File: config.mk
export PLATFORM = sky130hd
export DESIGN_NAME = cmdq_reg_bridge
export DESIGN_NICKNAME = d
export VERILOG_FILES = /design/src/rtl/cqb_pkg.sv /design/src/rtl/cqb_fifo.sv /design/src/rtl/cqb_engine.sv /design/src/rtl/cmdq_reg_bridge.sv
export SDC_FILE = /design/constraint.sdc
export NUM_CORES = 1
export LEC_CHECK = 0
export BUFFER_PORTS_ARGS = -buffer_cell sky130_fd_sc_hd__buf_2
export CORE_MARGIN = 4
export CORE_UTILIZATION = 40
export CTS_CLUSTER_DIAMETER = 30
export CTS_CLUSTER_SIZE = 25
export DETAILED_ROUTE_END_ITERATION = 6
export GPL_TIMING_DRIVEN = 0
export SYNTH_ARGS = -nofsm -noshare
export SYNTH_HDL_FRONTEND = slang
export SYNTH_HIERARCHICAL = 1
export SYNTH_SLANG_ARGS = --single-unit
File: constraint.sdc
create_clock -name clk -period 5.8 [get_ports clk]
set_clock_uncertainty 0.15 [all_clocks]
set_input_delay 0.29 -clock clk [delete_from_list [all_inputs] [get_ports clk]]
set_output_delay 0.29 -clock clk [all_outputs]
set_load 0.1 [all_outputs]
File: src/rtl/cqb_pkg.sv
package cqb_pkg;
    localparam int BUS_AW = 5;

    localparam logic [BUS_AW-1:0] RA_CFG  = 5'h00;
    localparam logic [BUS_AW-1:0] RA_IST  = 5'h04;
    localparam logic [BUS_AW-1:0] RA_IMSK = 5'h08;
    localparam logic [BUS_AW-1:0] RA_STAT = 5'h0C;
    localparam logic [BUS_AW-1:0] RA_CMDQ = 5'h10;
    localparam logic [BUS_AW-1:0] RA_RESQ = 5'h14;
    localparam logic [BUS_AW-1:0] RA_MCTL = 5'h18;

    localparam logic [3:0] OPC_RD = 4'd1;
    localparam logic [3:0] OPC_WR = 4'd2;

    localparam int CMD_W = 30;

    typedef enum logic {ENG_IDLE, ENG_WAIT} eng_state_e;
endpackage

File: src/rtl/cqb_fifo.sv
module cqb_fifo #(
    parameter int W     = 16,
    parameter int DEPTH = 16
) (
    input  logic         clk,
    input  logic         rst_n,
    input  logic         push,
    input  logic [W-1:0] din,
    input  logic         pop,
    output logic [W-1:0] head,
    output logic         empty,
    output logic         full
);
    localparam int AW = $clog2(DEPTH);

    typedef struct packed {
        logic [AW-1:0] wp;
        logic [AW-1:0] rp;
        logic [AW:0]   cnt;
    } ptr_t;

    ptr_t         p_d, p_q;
    logic [W-1:0] mem [DEPTH];
    logic         do_push, do_pop;

    always_comb begin
        empty   = (p_q.cnt == '0);
        full    = (p_q.cnt == (AW+1)'(DEPTH));
        do_push = push && !full;
        do_pop  = pop && !empty;
        p_d     = p_q;
        if (do_push) p_d.wp = p_q.wp + 1'b1;
        if (do_pop)  p_d.rp = p_q.rp + 1'b1;
        p_d.cnt = p_q.cnt + (AW+1)'(do_push) - (AW+1)'(do_pop);
        head    = mem[p_q.rp];
    end

    always_ff @(posedge clk) begin
        if (!rst_n) p_q <= '0;
        else        p_q <= p_d;
    end

    always_ff @(posedge clk) begin
        if (do_push) mem[p_q.wp] <= din;
    end
endmodule

File: src/rtl/cqb_engine.sv
module cqb_engine
    import cqb_pkg::*;
#(
    parameter int PA_W = 10,
    parameter int PD_W = 16
) (
    input  logic             clk,
    input  logic             rst_n,
    input  logic             enable,
    input  logic [CMD_W-1:0] cmd_word,
    input  logic             cmd_empty,
    input  logic             res_full,
    output logic             cmd_pop,
    output logic             res_push,
    output logic [PD_W-1:0]  res_data,
    output logic             busy,
    output logic             prt_en,
    output logic             prt_we,
    output logic [PA_W-1:0]  prt_addr,
    output logic [PD_W-1:0]  prt_di,
    input  logic [PD_W-1:0]  prt_do,
    input  logic             prt_rdy
);
    typedef struct packed {
        eng_state_e      st;
        logic            en;
        logic            we;
        logic [PA_W-1:0] addr;
        logic [PD_W-1:0] di;
        logic [PD_W-1:0] held;
    } eng_t;

    eng_t       e_d, e_q;
    logic [3:0] opc;

    always_comb begin
        e_d      = e_q;
        e_d.en   = 1'b0;
        cmd_pop  = 1'b0;
        res_push = 1'b0;
        res_data = e_q.held;
        opc      = cmd_word[29:26];
        case (e_q.st)
            ENG_IDLE: begin
                if (enable && !cmd_empty && !res_full) begin
                    cmd_pop = 1'b1;
                    if (opc == OPC_RD || opc == OPC_WR) begin
                        e_d.st   = ENG_WAIT;
                        e_d.en   = 1'b1;
                        e_d.we   = (opc == OPC_WR);
                        e_d.addr = cmd_word[16 +: PA_W];
                        e_d.di   = cmd_word[0 +: PD_W];
                    end else begin
                        res_push = 1'b1;
                    end
                end
            end
            default: begin
                if (prt_rdy) begin
                    res_push = 1'b1;
                    e_d.st   = ENG_IDLE;
                    if (!e_q.we) e_d.held = prt_do;
                end
            end
        endcase
    end

    always_ff @(posedge clk) begin
        if (!rst_n) e_q <= '{st: ENG_IDLE, default: '0};
        else        e_q <= e_d;
    end

    assign busy     = (e_q.st == ENG_WAIT);
    assign prt_en   = e_q.en;
    assign prt_we   = e_q.we;
    assign prt_addr = e_q.addr;
    assign prt_di   = e_q.di;
endmodule

File: src/rtl/cmdq_reg_bridge.sv
module cmdq_reg_bridge
    import cqb_pkg::*;
#(
    parameter int CMD_DEPTH = 16,
    parameter int RES_DEPTH = 16,
    parameter int PA_W      = 10,
    parameter int PD_W      = 16
) (
    input  logic              clk,
    input  logic              rst_n,
    input  logic              bus_wr,
    input  logic              bus_rd,
    input  logic [BUS_AW-1:0] bus_addr,
    input  logic [31:0]       bus_wdata,
    output logic [31:0]       bus_rdata,
    output logic              irq,
    output logic              prt_en,
    output logic              prt_we,
    output logic [PA_W-1:0]   prt_addr,
    output logic [PD_W-1:0]   prt_di,
    input  logic [PD_W-1:0]   prt_do,
    input  logic              prt_rdy
);
    typedef struct packed {
        logic        cfg_en;
        logic [1:0]  cfg_edge;
        logic [1:0]  cfg_div;
        logic [1:0]  ist;
        logic [1:0]  imsk;
        logic [31:0] mctl;
    } regs_t;

    regs_t            r_d, r_q;
    logic             cmd_push, cmd_pop, cmd_empty, cmd_full;
    logic [CMD_W-1:0] cmd_head;
    logic             res_push, res_pop, res_empty, res_full;
    logic [PD_W-1:0]  res_din, res_head;
    logic             eng_busy, cmd_done, ovf_evt, unf_evt;
    logic             cfg_en_w;
    logic [1:0]       ist_w;

    cqb_fifo #(.W(CMD_W), .DEPTH(CMD_DEPTH)) u_cmdq (
        .clk(clk), .rst_n(rst_n),
        .push(cmd_push), .din(bus_wdata[CMD_W-1:0]),
        .pop(cmd_pop), .head(cmd_head),
        .empty(cmd_empty), .full(cmd_full)
    );

    cqb_fifo #(.W(PD_W), .DEPTH(RES_DEPTH)) u_resq (
        .clk(clk), .rst_n(rst_n),
        .push(res_push), .din(res_din),
        .pop(res_pop), .head(res_head),
        .empty(res_empty), .full(res_full)
    );

    cqb_engine #(.PA_W(PA_W), .PD_W(PD_W)) u_eng (
        .clk(clk), .rst_n(rst_n),
        .enable(r_q.cfg_en),
        .cmd_word(cmd_head), .cmd_empty(cmd_empty), .res_full(res_full),
        .cmd_pop(cmd_pop), .res_push(res_push), .res_data(res_din),
        .busy(eng_busy),
        .prt_en(prt_en), .prt_we(prt_we), .prt_addr(prt_addr), .prt_di(prt_di),
        .prt_do(prt_do), .prt_rdy(prt_rdy)
    );

    always_comb begin
        cmd_done = cmd_empty && !eng_busy;
        cmd_push = bus_wr && (bus_addr == RA_CMDQ);
        res_pop  = bus_rd && (bus_addr == RA_RESQ);
        ovf_evt  = cmd_push && cmd_full;
        unf_evt  = res_pop && res_empty;

        r_d = r_q;
        if (bus_wr) begin
            case (bus_addr)
                RA_CFG: begin
                    r_d.cfg_en   = bus_wdata[31];
                    r_d.cfg_edge = bus_wdata[13:12];
                    r_d.cfg_div  = bus_wdata[9:8];
                end
                RA_IST:  r_d.ist  = r_q.ist & ~bus_wdata[1:0];
                RA_IMSK: r_d.imsk = bus_wdata[1:0];
                RA_MCTL: r_d.mctl = bus_wdata;
                default: ;
            endcase
        end
        r_d.ist = r_d.ist | {unf_evt, ovf_evt};

        bus_rdata = '0;
        case (bus_addr)
            RA_CFG: begin
                bus_rdata[31]    = r_q.cfg_en;
                bus_rdata[13:12] = r_q.cfg_edge;
                bus_rdata[9:8]   = r_q.cfg_div;
            end
            RA_IST:  bus_rdata[1:0] = r_q.ist;
            RA_IMSK: bus_rdata[1:0] = r_q.imsk;
            RA_STAT: begin
                bus_rdata[10] = cmd_done;
                bus_rdata[2]  = cmd_full;
                bus_rdata[1]  = res_full;
                bus_rdata[0]  = res_empty;
            end
            RA_RESQ: bus_rdata[PD_W-1:0] = res_empty ? '0 : res_head;
            RA_MCTL: bus_rdata = r_q.mctl;
            default: ;
        endcase
    end

    always_ff @(posedge clk) begin
        if (!rst_n) r_q <= '{imsk: 2'b11, default: '0};
        else        r_q <= r_d;
    end

    assign irq      = |(r_q.ist & ~r_q.imsk);
    assign cfg_en_w = r_q.cfg_en;
    assign ist_w    = r_q.ist;
endmodule

Word-level counts from Yosys, hierarchy flattened
Memory sizes are Yosys's and may differ from the RTL's. A register that Yosys moved wholly into a read port is not among the register bits.
Cells that the tools add are included.
- input bits: 58
- bits in registers: 112
- word-level logic and storage cells: 107
- output and inout port bits: 61
- memories kept: 2
- RAM bits: 736
- memory list (memory ; words ; width ; rd ports ; clocked after memory_dff ; wr ports ; line ; source):
    u_cmdq.mem ; 16 ; 30 ; 1 ; 1 ; 1 ; cqb_fifo.sv:23 ; logic [W-1:0] mem [DEPTH];
    u_resq.mem ; 16 ; 16 ; 1 ; 1 ; 1 ; cqb_fifo.sv:23 ;
- equal/unequal tests: 10
- bitwise operators: 9
- multiplexer cells: 33
- $add $sub $neg: 8
- reduce and logical (&&, ||, !) cells: 27
- operators with widths (operator ; count):
    29-bit two-way mux ; 2
    36-bit two-way mux ; 1
    32-bit two-way mux ; 1
    5-bit == test (second input constant) ; 5
    4-bit by 1-bit adder with 4-bit output (second input constant) ; 4
    16-bit two-way mux ; 1
    4-bit two-way mux ; 4
    5-bit zero test ; 3
    15-bit two-way mux ; 1
    1-bit two-way mux ; 12
    2-bit case mux with 3 select lines ; 2
    1-bit logical AND ; 11
    5-bit by 1-bit adder with 5-bit output ; 2
    5-bit by 4-bit == test with 1-bit output (second input constant) ; 2
    2-bit case mux with 5 select lines ; 1
    5-bit case mux with 2 select lines ; 1
    5-bit by 1-bit subtractor with 5-bit output ; 2
    1-bit case mux with 3 select lines ; 2
    2-bit AND reduction ; 3
    3-bit AND reduction ; 2
    5-bit by 3-bit == test with 1-bit output (second input constant) ; 1
    1-bit zero test ; 5
    2-bit bitwise AND ; 2
    4-bit by 1-bit == test with 1-bit output (second input constant) ; 1
    other kinds (10) ; 16

Logic depth before layout (Yosys ltp)
Gate-level depths: netlist of the first run.
- depth in word-level cells: 9
- depth in mapped cells: 17
- mapped depth without buffers: 16

By module
The synthesis of the first run kept the hierarchy.
- by module, submodules not included (module ; area an instance (µm²) ; cells an instance ; instances ; seq. area each (µm²)):
    cqb_fifo at u_cmdq ; 19180.9 ; 840 ; 1 ; 14754.2
    cqb_fifo at u_resq ; 10573.9 ; 501 ; 1 ; 8027.7
    cmdq_reg_bridge ; 2118.3 ; 245 ; 1 ; 820.8
    cqb_engine ; 1814.2 ; 202 ; 1 ; 900.9

Least setup slack after synthesis of the first run
OpenSTA, ideal clock, no wires.
- kind: input to register
- start point: input bus_addr[3]
- end point: memory u_cmdq/mem[0][0] in the netlist's numbering, enable pin
- setup time: 493 ps
- arrival: 4064 ps
- setup slack: 1093 ps
- required time: 5157 ps
- stages: 5
- path buffers: 1
- path through: clkbuf_1 > nor2_1 > and3_1 > nand2_1 > nor4_1
- cells in the longest elaborated chain, start to end: 5
- RTL lines (item ; line ; source):
    from (decl) ; cmdq_reg_bridge.sv:13 ; input logic [BUS_AW-1:0] bus_addr,
    5-bit == test ; cmdq_reg_bridge.sv:68 ; cmd_push = bus_wr && (bus_addr == RA_CMDQ);
    1-bit logical AND ; cmdq_reg_bridge.sv:68 ;
    via cmd_push ; cmdq_reg_bridge.sv:34 ; logic cmd_push, cmd_pop, cmd_empty, cmd_full;
    1-bit logical AND ; cqb_fifo.sv:29 ; do_push = push && !full;
    1-bit two-way mux ; cqb_fifo.sv:44 ; if (do_push) mem[p_q.wp] <= din;
    1-bit two-way mux (implied by the code) ; cqb_fifo.sv:44 ;
    to (decl) ; cqb_fifo.sv:23 ;
The timed path passes the listed nets, and every way through them passes these cells.

==> results of run 1 <==
metal layers:
| metal | GRT usage [%] | vias up | wire (um) |
|---|---|---|---|
| li1 | - | 8005 | - |
| met1 | 24.8 | 9590 | 34300 |
| met2 | 31.2 | 731 | 41500 |
| met3 | 4.89 | 128 | 6740 |
| met4 | 6.98 | 2 | 2210 |
| met5 | 0 | - | 13 |
where the power goes:
group          internal (mW)  total [mW]  switching [mW]
Clock                   5.77        8.90            3.13
Combinational         0.0599       0.196           0.136
Sequential              6.66        6.67         0.00247
Total                   12.5        15.8            3.27
sequential cells by signal (all words and copies together) (netlist names), named ones only:
| register | flops |
|---|---|
| u_eng/res_data | 16 |
| u_eng/busy | 1 |
| u_eng/prt_addr | 10 |
| r_q | 38 |
| u_eng/prt_en | 1 |
| ist_w | 2 |
| u_eng/prt_we | 1 |
| u_resq/p_q | 13 |
| u_eng/prt_di | 16 |
| u_resq/mem | 256 |
| u_cmdq/p_q | 13 |
| u_cmdq/mem | 480 |
| cfg_en_w | 1 |
layout by cell type (no fill, tap or decap), types with 6 or more instances in the layout:
cell | netlist | final
and2_1 | 56 | 48
clkbuf_1 | 46 | 61
nor2_1 | 15 | 7
clkinv_4 | 0 | 11
mux4_2 | 120 | 120
clkbuf_8 | 0 | 7
clkbuf_16 | 0 | 160
mux4_1 | 64 | 64
a22oi_1 | 92 | 92
a21oi_1 | 7 | 7
clkinv_1 | 0 | 19
ha_1 | 22 | 22
xnor2_1 | 13 | 13
and3_1 | 10 | 10
nand3_1 | 12 | 12
buf_6 | 6 | 10
buf_4 | 7 | 31
nor2b_1 | 7 | 7
clkinvlp_4 | 0 | 16
inv_6 | 0 | 13
mux2i_1 | 63 | 63
dfxtp_1 | 120 | 120
buf_1 | 7 | 7
a221o_1 | 8 | 8
inv_1 | 33 | 33
dlygate4sd3_1 | 0 | 56
buf_12 | 12 | 22
a21boi_0 | 20 | 20
buf_2 | 20 | 136
nand2_1 | 214 | 214
bufinv_16 | 0 | 13
nor4_2 | 1 | 9
and2_2 | 0 | 8
xor2_1 | 6 | 6
edfxtp_1 | 736 | 736
a22o_1 | 9 | 9
clkinv_2 | 0 | 21
worst min path at each step:
stage	endpoint
detailed placement	r_q[17]
global route	u_resq/p_q[6]
finish	u_resq/p_q[6]
CTS	u_resq/p_q[6]
floorplan	u_cmdq/mem[0][0]
global placement	r_q[29]
logic make-up (layout without fill, tap and decap cells):
| group | Yosys count | in the layout |
|---|---|---|
| xor gates and xnor gates | 19 | 19 |
| and+or+nand+nor | 358 | 358 |
| buffers and inverters | 131 | 636 |
| muxes | 247 | 247 |
| DFF | 856 | 856 |
| AOI/OAI and AO/OA | 153 | 153 |
| other | 0 | 4 |
| adders and majority gates | 24 | 24 |
per-stage QoR:
stage	power, mW	std cells	hold slack, ns
after detailed placement	6.95	3028	0.296
final	15.8	3377	0.0882
after floorplan	6.84	1788	0.239
after global routing	16.3	3374	0.113
after CTS	15.9	3373	0.0482
after global placement	6.94	2984	0.289
layout make-up:
type / instances / share of cell area [%]
diodes: 4 / 0.0237
plain buffers: 98 / 1.57
clock buffers: 184 / 9.88
clock inverters: 105 / 2.74
inverters: 33 / 0.294
multi-input cells: 801 / 20.2
flip-flops and latches: 856 / 58.1
well taps: 1080 / 3.20
repair buffers: 216 / 4.02
Yosys cell counts (8+ instances only):
master | number | share of area [%]
ha_1 | 22 | 0.82
a21boi_0 | 20 | 0.45
a221o_1 | 8 | 0.24
dfxtp_1 | 120 | 7.1
mux4_2 | 120 | 8.0
mux4_1 | 64 | 5.0
a22o_1 | 9 | 0.23
nor2_1 | 15 | 0.17
and3_1 | 10 | 0.19
a22oi_1 | 92 | 2.1
nand2_1 | 214 | 2.4
and2_1 | 56 | 1.0
inv_1 | 33 | 0.37
clkbuf_1 | 46 | 0.51
buf_12 | 12 | 0.71
nor4_1 | 9 | 0.17
nand3_1 | 12 | 0.18
buf_2 | 20 | 0.30
mux2i_1 | 63 | 1.9
edfxtp_1 | 736 | 66
xnor2_1 | 13 | 0.34
timing repair:
item	in CTS	in global routing
hold buffers	56	0
setup endpoints to repair	129	1
endpoints found under the hold margin	548	0
cloned	0	0
gates resized for setup	2	2
worst reg2reg max path, stage by stage (launching register included):
cell	delay, ns
dfxtp_1	0.38
buf_2	0.30
clkbuf_2	0.44
mux4_1	0.41
a22oi_1	0.21
nand2_1	0.20
xnor2_1	0.28
nor3_1	0.08
o21ai_1	0.57
nand2_1	0.46
ha_1	0.42
inv_1	0.04
ha_1	0.20
fa_1	0.44
a21oi_1	0.17
nor2_1	0.07
or3_1	0.34
and3_1	0.18
==> flow_metrics.py, run 1 <==
metrics = {
    "synthesis": {
        "seq_area_frac_synth_pct": 72.7,
        "synth_xor_area_share_pct": 0.494,
        "synth_compound_area_share_pct": 3.42,
        "synthesis.instances": 1788,
        "async_flop_share_pct": 0,
        "synth_top_family_by_area": "multiplexers",
        "synthMuxAreaShare_pct": 14.9,
        "syn_nets": 1870,
        "avgSynthCellArea_sq_um": 18.8,
        "yosys_warnings": 6,
        "synth-seq-cells": 856,
        "synthFlopType": "edfxtp_1",
        "synth-edff-count": 736,
        "syn_area_sq_um": 33700,
        "synthAdderAreaFrac_pct": 0.936,
        "synth_cell_types": 54,
        "synth-simple-area-share_pct": 5.20,
    },
    "floorplanning": {
        "core_sq_um": 83600,
        "rows": 106,
        "die_x_um": 298,
        "die_area_sq_um": 88900,
        "chipHeight_um": 298,
        "pin_count": 119,
        "start_util_pct": 40.3,
    },
    "layout": {
        "post-route-util_pct": 50.5,
        "ff_latch_area_sq_um": 24500,
        "nFillCells": 6762,
        "nets": 2245,
        "multi_input_comb_area_sq_um": 8500,
        "fin_area_sq_um": 42200,
        "drive_gt1_share_pct": 26.8,
        "area_growth_syn_to_layout_pct": 25.2,
    },
    "cts": {
        "cts_buffer_depth": 3,
        "clk_pin_slew_ns": 0.06,
        "worstSkewPairLatency_ns": 0.73,
        "cts_inserted_buffers": 157,
        "postCtsSetupRepairBufs": 0,
        "h-tree-depth": 4,
        "cts_tree": "built",
        "cts_root_buf": "clkbuf_16",
        "cts.sinks": 856,
    },
    "sta": {
        "finalCriticalPeriod_ns": 5.45,
        "maxSlewHeadroom_pct": 10.8,
        "report.final.slew_viol_count": 0,
        "hold_viol_final": 0,
        "fin_ws_ns": 0.346,
        "worst_pin_slew_ns": 1.34,
        "setup_viol": 0,
        "tns_ns": 0,
        "finalCritPeriodShare_pct": 94.0,
        "rsz0062_at_grt": "no",
        "fmax_mhz": 183,
    },
    "placed_design": {
        "place_congestion": 0.837,
        "dp_hpwl_um": 55500,
        "place_ws_ns": -0.393,
        "post_dp_cell_area_sq_um": 36300,
        "numPortBuffers": 116,
    },
    "critical_path": {
        "r2r_slack_ns": 0.35,
        "cp_max_fo": 10,
        "required_ns": 6.25,
        "start_kind": "flip-flop",
        "path_cells": "buf_2 -> clkbuf_2 -> mux4_1 -> a22oi_1 -> nand2_1 -> xnor2_1 -> nor3_1 -> o21ai_1 -> nand2_1 -> ha_1 -> inv_1 -> ha_1 -> fa_1 -> a21oi_1 -> nor2_1 -> or3_1 -> and3_1",
        "crit_arrival_ns": 5.90,
        "cp_num_buf_inv": 3,
        "critPathTopFamily": "simple AND/OR/NAND/NOR gates",
        "endpoint_kind": "flip-flop",
        "critPathMaxStageDelay_ns": 0.57,
        "cp-endpoint": "u_resq/p_q[4]",
        "crit_cells": 17,
        "worstSetupPathType": "flip-flop to flip-flop",
        "slowest_stage": "o21ai_1",
        "ff2ff_path_depth": 17,
        "r2r_end": "u_resq/p_q[4]",
    },
    "power": {
        "ir_drop_v": 0.000314,
        "powerDensity_nw_per_um2": 374,
        "p_leak_nw": 14.7,
    },
    "min_path": {
        "min_path_type": "input port to flip-flop",
        "hold_depth": 4,
        "min_from": "bus_rd",
    },
    "grt": {
        "grt_pass1_vias": 19043,
        "grt_first_pass_wirelength_um": 125000,
        "antenna_found_initial": 9,
        "grt.overflow.total": 0,
        "grt.total_usage_pct": 19.1,
        "grt_max_degree": 26,
    },
    "run": {
        "cap_violations": 0,
    },
    "route": {
        "remaining_drc_errors": 0,
        "routedWlPerCell_um": 25.1,
        "vias": 18456,
        "drt-vias-per-instance": 5.47,
        "ant_nets": 0,
        "drtIter0Drc": 1649,
        "wl_um": 84800,
        "drt-pass1-iter-count": 6,
    },
    "status": {
        "run_status": "completed",
    },
}
Note: power is estimated with default switching activity, not from simulation.
==> run 2: changes to the inputs <==
- BUFFER_PORTS_ARGS: -buffer_cell sky130_fd_sc_hd__buf_2 -> -buffer_cell sky130_fd_sc_hd__buf_4
- CORE_UTILIZATION: 40 -> 45
- clock period: 5.8 -> 5.2 ns (I/O delays scaled with it)
==> flow_metrics.py, run 2 (synthesis results as in run 1) <==
metrics = {
    "status": {
        "run_status": "completed",
    },
    "layout": {
        "largest_reg_flops": 480,
        "fin_area_sq_um": 42500,
        "top_register": "u_cmdq/mem",
        "instances_no_fill": 3272,
        "layout_commonest_cell": "edfxtp_1",
        "drive_gt1_share_pct": 27.1,
        "nets": 2249,
        "layout_common_cells": "736 x edfxtp_1, 213 x nand2_1, 162 x clkbuf_16",
        "largest_registers": "u_cmdq/mem x480, u_resq/mem x256, r_q x38",
        "area_growth_syn_to_layout_pct": 26.1,
    },
    "grt": {
        "antenna_found_initial": 3,
        "grt_first_pass_wirelength_um": 122000,
        "grt_max_degree": 20,
        "grt.total_usage_pct": 21.0,
        "grt_pass1_vias": 18943,
        "grt.overflow.total": 0,
    },
    "route": {
        "vias": 18197,
        "wl_um": 82300,
        "routedWlPerCell_um": 25.2,
        "drt-pass1-iter-count": 5,
        "drtIter0Drc": 1616,
        "ant_nets": 0,
        "remaining_drc_errors": 0,
        "drt-vias-per-instance": 5.56,
    },
    "critical_path": {
        "endpoint_kind": "flip-flop",
        "cp_num_buf_inv": 3,
        "critPathTopFamily": "simple AND/OR/NAND/NOR gates",
        "slowest_stage": "mux4_1",
        "path_cells": "buf_6 -> buf_12 -> mux4_1 -> a22oi_1 -> nand2_1 -> xnor2_1 -> nor3_1 -> o21ai_2 -> nand2_2 -> ha_1 -> inv_1 -> ha_1 -> fa_1 -> a21oi_1 -> nor2_1 -> or3_1 -> and3_1",
        "critPathMaxStageDelay_ns": 0.56,
        "crit_arrival_ns": 5.33,
        "worstSetupPathType": "flip-flop to flip-flop",
        "start_kind": "flip-flop",
        "required_ns": 5.64,
        "cp_max_fo": 10,
        "path_common_cell": "ha_1",
    },
    "power": {
        "switchingPower_mw": 3.60,
        "p_clk_share_pct": 57.2,
        "p_leak_nw": 14.9,
        "internal-power_mw": 14.3,
        "combPwrFrac_pct": 1.3,
        "ir_drop_v": 0.000306,
        "p_sw_share_pct": 20.1,
        "powerDensity_nw_per_um2": 422,
        "power_frac_seq_pct": 41.5,
    },
    "floorplanning": {
        "die_area_sq_um": 79300,
        "core_sq_um": 74300,
        "pin_count": 119,
        "chipHeight_um": 282,
        "start_util_pct": 45.3,
        "rows": 100,
        "die_x_um": 282,
    },
    "cts": {
        "cts_inserted_buffers": 158,
        "worstSkewPairLatency_ns": 0.71,
        "clk_pin_slew_ns": 0.05,
        "cts_tree": "built",
        "h-tree-depth": 4,
        "postCtsSetupRepairBufs": 0,
        "cts_buffer_depth": 3,
        "cts_root_buf": "clkbuf_16",
        "cts.sinks": 856,
    },
    "sta": {
        "setup_viol": 0,
        "fin_ws_ns": 0.308,
        "maxSlewHeadroom_pct": 32.8,
        "fmax_mhz": 204,
        "rsz0062_at_grt": "no",
        "worst_pin_slew_ns": 1.01,
        "tns_ns": 0,
        "report.final.slew_viol_count": 0,
        "finalCritPeriodShare_pct": 94.1,
        "finalCriticalPeriod_ns": 4.89,
        "hold_viol_final": 0,
    },
    "placed_design": {
        "dp_hpwl_um": 54000,
        "place_congestion": 0.775,
        "post_dp_cell_area_sq_um": 36400,
        "dpl.cell_count": 2917,
        "place_ws_ns": -0.577,
        "numPortBuffers": 116,
    },
    "min_path": {
        "min_from": "bus_addr[2]",
        "min_path_type": "input port to flip-flop",
    },
    "run": {
        "cap_violations": 0,
    },
}
run 2: cell types whose count changed in the layout (fill, tap and decap cells not counted), moves of 3 or more:
cell	delta
buf_2	-117
buf_4	+120
buf_6	-4
bufinv_16	+7
clkinv_16	-4
clkinv_2	+5
clkinvlp_4	-5
dlygate4sd3_1	+3
run 2: final cells by class:
type / instances / area (sq um)
antenna: 2 / 5.00
buffer: 98 / 664
clock buffer: 184 / 4200
clock inverter: 110 / 1270
fill: 5662 / 31800
inverter: 33 / 124
multi-input combinational: 801 / 8510
sequential: 856 / 24500
tap: 969 / 1210
timing repair buffer: 219 / 2000
run 2: final timing paths:
kind,endpoint,slack (ns),cells past startpoint
max,u_resq/p_q[4],0.31,17
min,ist_w[0],0.1,4
max reg2reg,u_resq/p_q[4],0.31,17
min reg2reg,r_q[22],0.30,2
run 2: power groups by stage:
stage / logic (mW) / registers (mW) / clock network, mW
finish: 0.227 / 7.44 / 10.3
global route: 0.247 / 7.43 / 10.8
CTS: 0.230 / 7.43 / 10.4
detailed placement: 0.194 / 7.56 / 0
global placement: 0.185 / 7.56 / 0
floorplan: 0.0611 / 7.56 / 0
run 2: routing by layer:
layer  vias up  wire, um  global-route usage (%)
met5         -        13                       0
met4         2      2310                    7.52
met3       162      4550                    4.37
met2       548     42100                    35.9
met1      9464     33300                    26.9
li1       8021         -                       -
run 2: through the flow:
step                      hold WS [ns]  power, mW  utilization [%]
final                           0.0951       17.9             57.2
after global routing             0.105       18.5             57.2
after CTS                       0.0432       18.1             57.1
after detailed placement         0.298       7.76             49.0
after global placement           0.288       7.75             48.1
after floorplan                  0.209       7.63                -
run 2: worst reg2reg max path: stages (launching register included):
cell and delay [ns]:
dfxtp_1 0.43, buf_6 0.28, buf_12 0.21, mux4_1 0.57
a22oi_1 0.21, nand2_1 0.20, xnor2_1 0.28, nor3_1 0.09
o21ai_2 0.34, nand2_2 0.24, ha_1 0.34, inv_1 0.04
ha_1 0.20, fa_1 0.44, a21oi_1 0.19, nor2_1 0.07
or3_1 0.34, and3_1 0.18
run 2: repair_timing:
action,4_1_cts,5_1_grt
hold buffers,59,0
gates resized for setup,3,3
setup endpoints to repair,152,39
hold endpoints to repair,548,0
==> run 3: changes to the inputs <==
- BUFFER_PORTS_ARGS: -buffer_cell sky130_fd_sc_hd__buf_4 -> -buffer_cell sky130_fd_sc_hd__clkbuf_2
- REMOVE_ABC_BUFFERS: unset -> 1
==> flow_metrics.py, run 3 (synthesis results as in run 1) <==
metrics = {
    "status": {
        "run_status": "completed",
    },
    "critical_path": {
        "r2r_end": "u_resq/p_q[4]",
        "worstSetupPathType": "flip-flop to flip-flop",
        "r2r_slack_ns": 0.39,
        "critPathMaxStageDelay_ns": 0.44,
        "start_kind": "flip-flop",
        "cp-endpoint": "u_resq/p_q[4]",
        "slowest_stage": "fa_1",
        "required_ns": 5.63,
        "cp_max_fo": 44,
        "ff2ff_path_depth": 17,
        "crit_cells": 17,
        "endpoint_kind": "flip-flop",
        "path_cells": "buf_16 -> buf_16 -> mux4_2 -> a22oi_1 -> nand2_1 -> xnor2_1 -> nor3_1 -> o21ai_2 -> nand2_2 -> ha_1 -> inv_1 -> ha_1 -> fa_1 -> a21oi_1 -> nor2_1 -> or3_1 -> and3_1",
        "critPathTopFamily": "simple AND/OR/NAND/NOR gates",
        "crit_arrival_ns": 5.24,
        "cp_num_buf_inv": 3,
    },
    "floorplanning": {
        "core_sq_um": 74300,
        "chipHeight_um": 282,
        "rows": 100,
        "die_x_um": 282,
        "start_util_pct": 45.3,
        "pin_count": 119,
        "die_area_sq_um": 79300,
    },
    "cts": {
        "cts_root_buf": "clkbuf_16",
        "cts_inserted_buffers": 157,
        "cts.sinks": 856,
        "worstSkewPairLatency_ns": 0.72,
        "cts_buffer_depth": 3,
        "h-tree-depth": 4,
        "clk_pin_slew_ns": 0.04,
        "cts_tree": "built",
    },
    "layout": {
        "drive_gt1_share_pct": 28.0,
        "instances_no_fill": 3222,
        "n_antenna_cell": 0,
        "multi_input_comb_area_sq_um": 8550,
        "nets": 2202,
        "area_growth_syn_to_layout_pct": 26.5,
        "layout_common_cells": "736 x edfxtp_1, 213 x nand2_1, 166 x clkbuf_16",
        "layout_commonest_cell": "edfxtp_1",
        "ff_latch_area_sq_um": 24500,
        "largest_registers": "u_cmdq/mem x480, u_resq/mem x256, r_q x38",
        "largest_reg_flops": 480,
        "nFillCells": 5561,
        "top_register": "u_cmdq/mem",
    },
    "route": {
        "ant_nets": 0,
        "remaining_drc_errors": 0,
        "routedWlPerCell_um": 24.6,
        "vias": 17985,
        "drt-pass1-iter-count": 5,
        "wl_um": 79300,
        "drt-vias-per-instance": 5.58,
        "drtIter0Drc": 1283,
    },
    "placed_design": {
        "place_congestion": 0.710,
        "numPortBuffers": 118,
        "dp_hpwl_um": 47500,
        "dpl.cell_count": 2846,
        "place_ws_ns": -1.00,
    },
    "grt": {
        "grt.total_usage_pct": 20.2,
        "grt_first_pass_wirelength_um": 117000,
        "grt_max_degree": 99,
        "grt_pass1_vias": 18686,
        "grt.overflow.total": 0,
        "antenna_found_initial": 0,
    },
    "power": {
        "powerDensity_nw_per_um2": 431,
        "ir_drop_v": 0.000275,
        "p_leak_nw": 15.0,
        "total_power_mw": 18.4,
    },
    "sta": {
        "fin_ws_ns": 0.394,
        "finalCritPeriodShare_pct": 92.4,
        "finalCriticalPeriod_ns": 4.81,
        "maxSlewHeadroom_pct": 16.1,
        "setup_viol": 0,
        "fmax_mhz": 208,
        "worst_pin_slew_ns": 1.26,
        "report.final.slew_viol_count": 0,
        "rsz0062_at_grt": "no",
        "hold_viol_final": 0,
    },
    "min_path": {
        "min_path_type": "input port to flip-flop",
        "min_from": "bus_addr[2]",
    },
    "run": {
        "cap_violations": 0,
    },
}
[run 3: cell types whose count changed in the layout (fill, tap and decap cells not counted), sizes merged]
cell,before,now
buf,211,76
bufinv,20,27
clkbuf,231,318
clkinv,60,39
clkinvlp,11,15
diode,2,0
dlygate4sd3,59,75
inv,52,46
[run 3: final cells by class]
class / instances / area share [%]
multi-input cells: 801 / 20.1
flip-flops and latches: 856 / 57.5
clock inverters: 94 / 3.07
well taps: 969 / 2.84
repair buffers: 271 / 5.86
clock buffers: 198 / 10.3
inverters: 33 / 0.291
[run 3: worst min-delay path, stage by stage]
cell,delay [ns]
clkbuf_2,0.18
nor2b_1,0.22
a31oi_1,0.18
a31o_2,0.11
[run 3: worst min path at each step]
| stage | to | slack (ns) | cells past startpoint |
|---|---|---|---|
| finish | ist_w[0] | 0.13 | 4 |
| CTS | ist_w[0] | 0.07 | 4 |
| floorplan | r_q[32] | 0.20 | 1 |
| global route | ist_w[0] | 0.12 | 4 |
| detailed placement | r_q[30] | 0.30 | 2 |
| global placement | r_q[30] | 0.29 | 2 |
[run 3: metal layers]
| layer | vias up | part of all wire (%) | track usage (%) |
|---|---|---|---|
| met4 | 0 | 2.4 | 7.24 |
| li1 | 7907 | - | - |
| met1 | 9381 | 41 | 25.8 |
| met3 | 127 | 5.8 | 4.56 |
| met2 | 570 | 51 | 34.1 |
| met5 | - | 0 | 0 |
[run 3: report_power, final]
part,internal (mW),total [mW],switching [mW]
registers,7.43,7.43,0.00311
clock network,7.35,10.8,3.41
logic,0.0688,0.201,0.132
total,14.8,18.4,3.54
[run 3: repair_timing]
item / 4_1_cts / 5_1_grt
setup endpoints to repair: 245 / 129
hold endpoints to repair: 548 / 0
gates cloned: 0 / 2
hold buffers: 75 / 0
gates resized for setup: 3 / 0
buffers inserted: 2 / 5
[run 3: stage by stage]
| step | util (%) | TNS [ns] | cell area, sq um | hold WS, ns |
|---|---|---|---|---|
| 2_1_floorplan | - | -753.67 | 33000 | 0.199 |
| 3_3_place_gp | 46.9 | -2558.51 | 34800 | 0.288 |
| 5_1_grt | 57.3 | 0 | 42600 | 0.122 |
| 3_5_place_dp | 48.4 | -137.78 | 36000 | 0.295 |
| 4_1_cts | 57.2 | 0 | 42500 | 0.0697 |
| 6_report | 57.3 | 0 | 42600 | 0.132 |
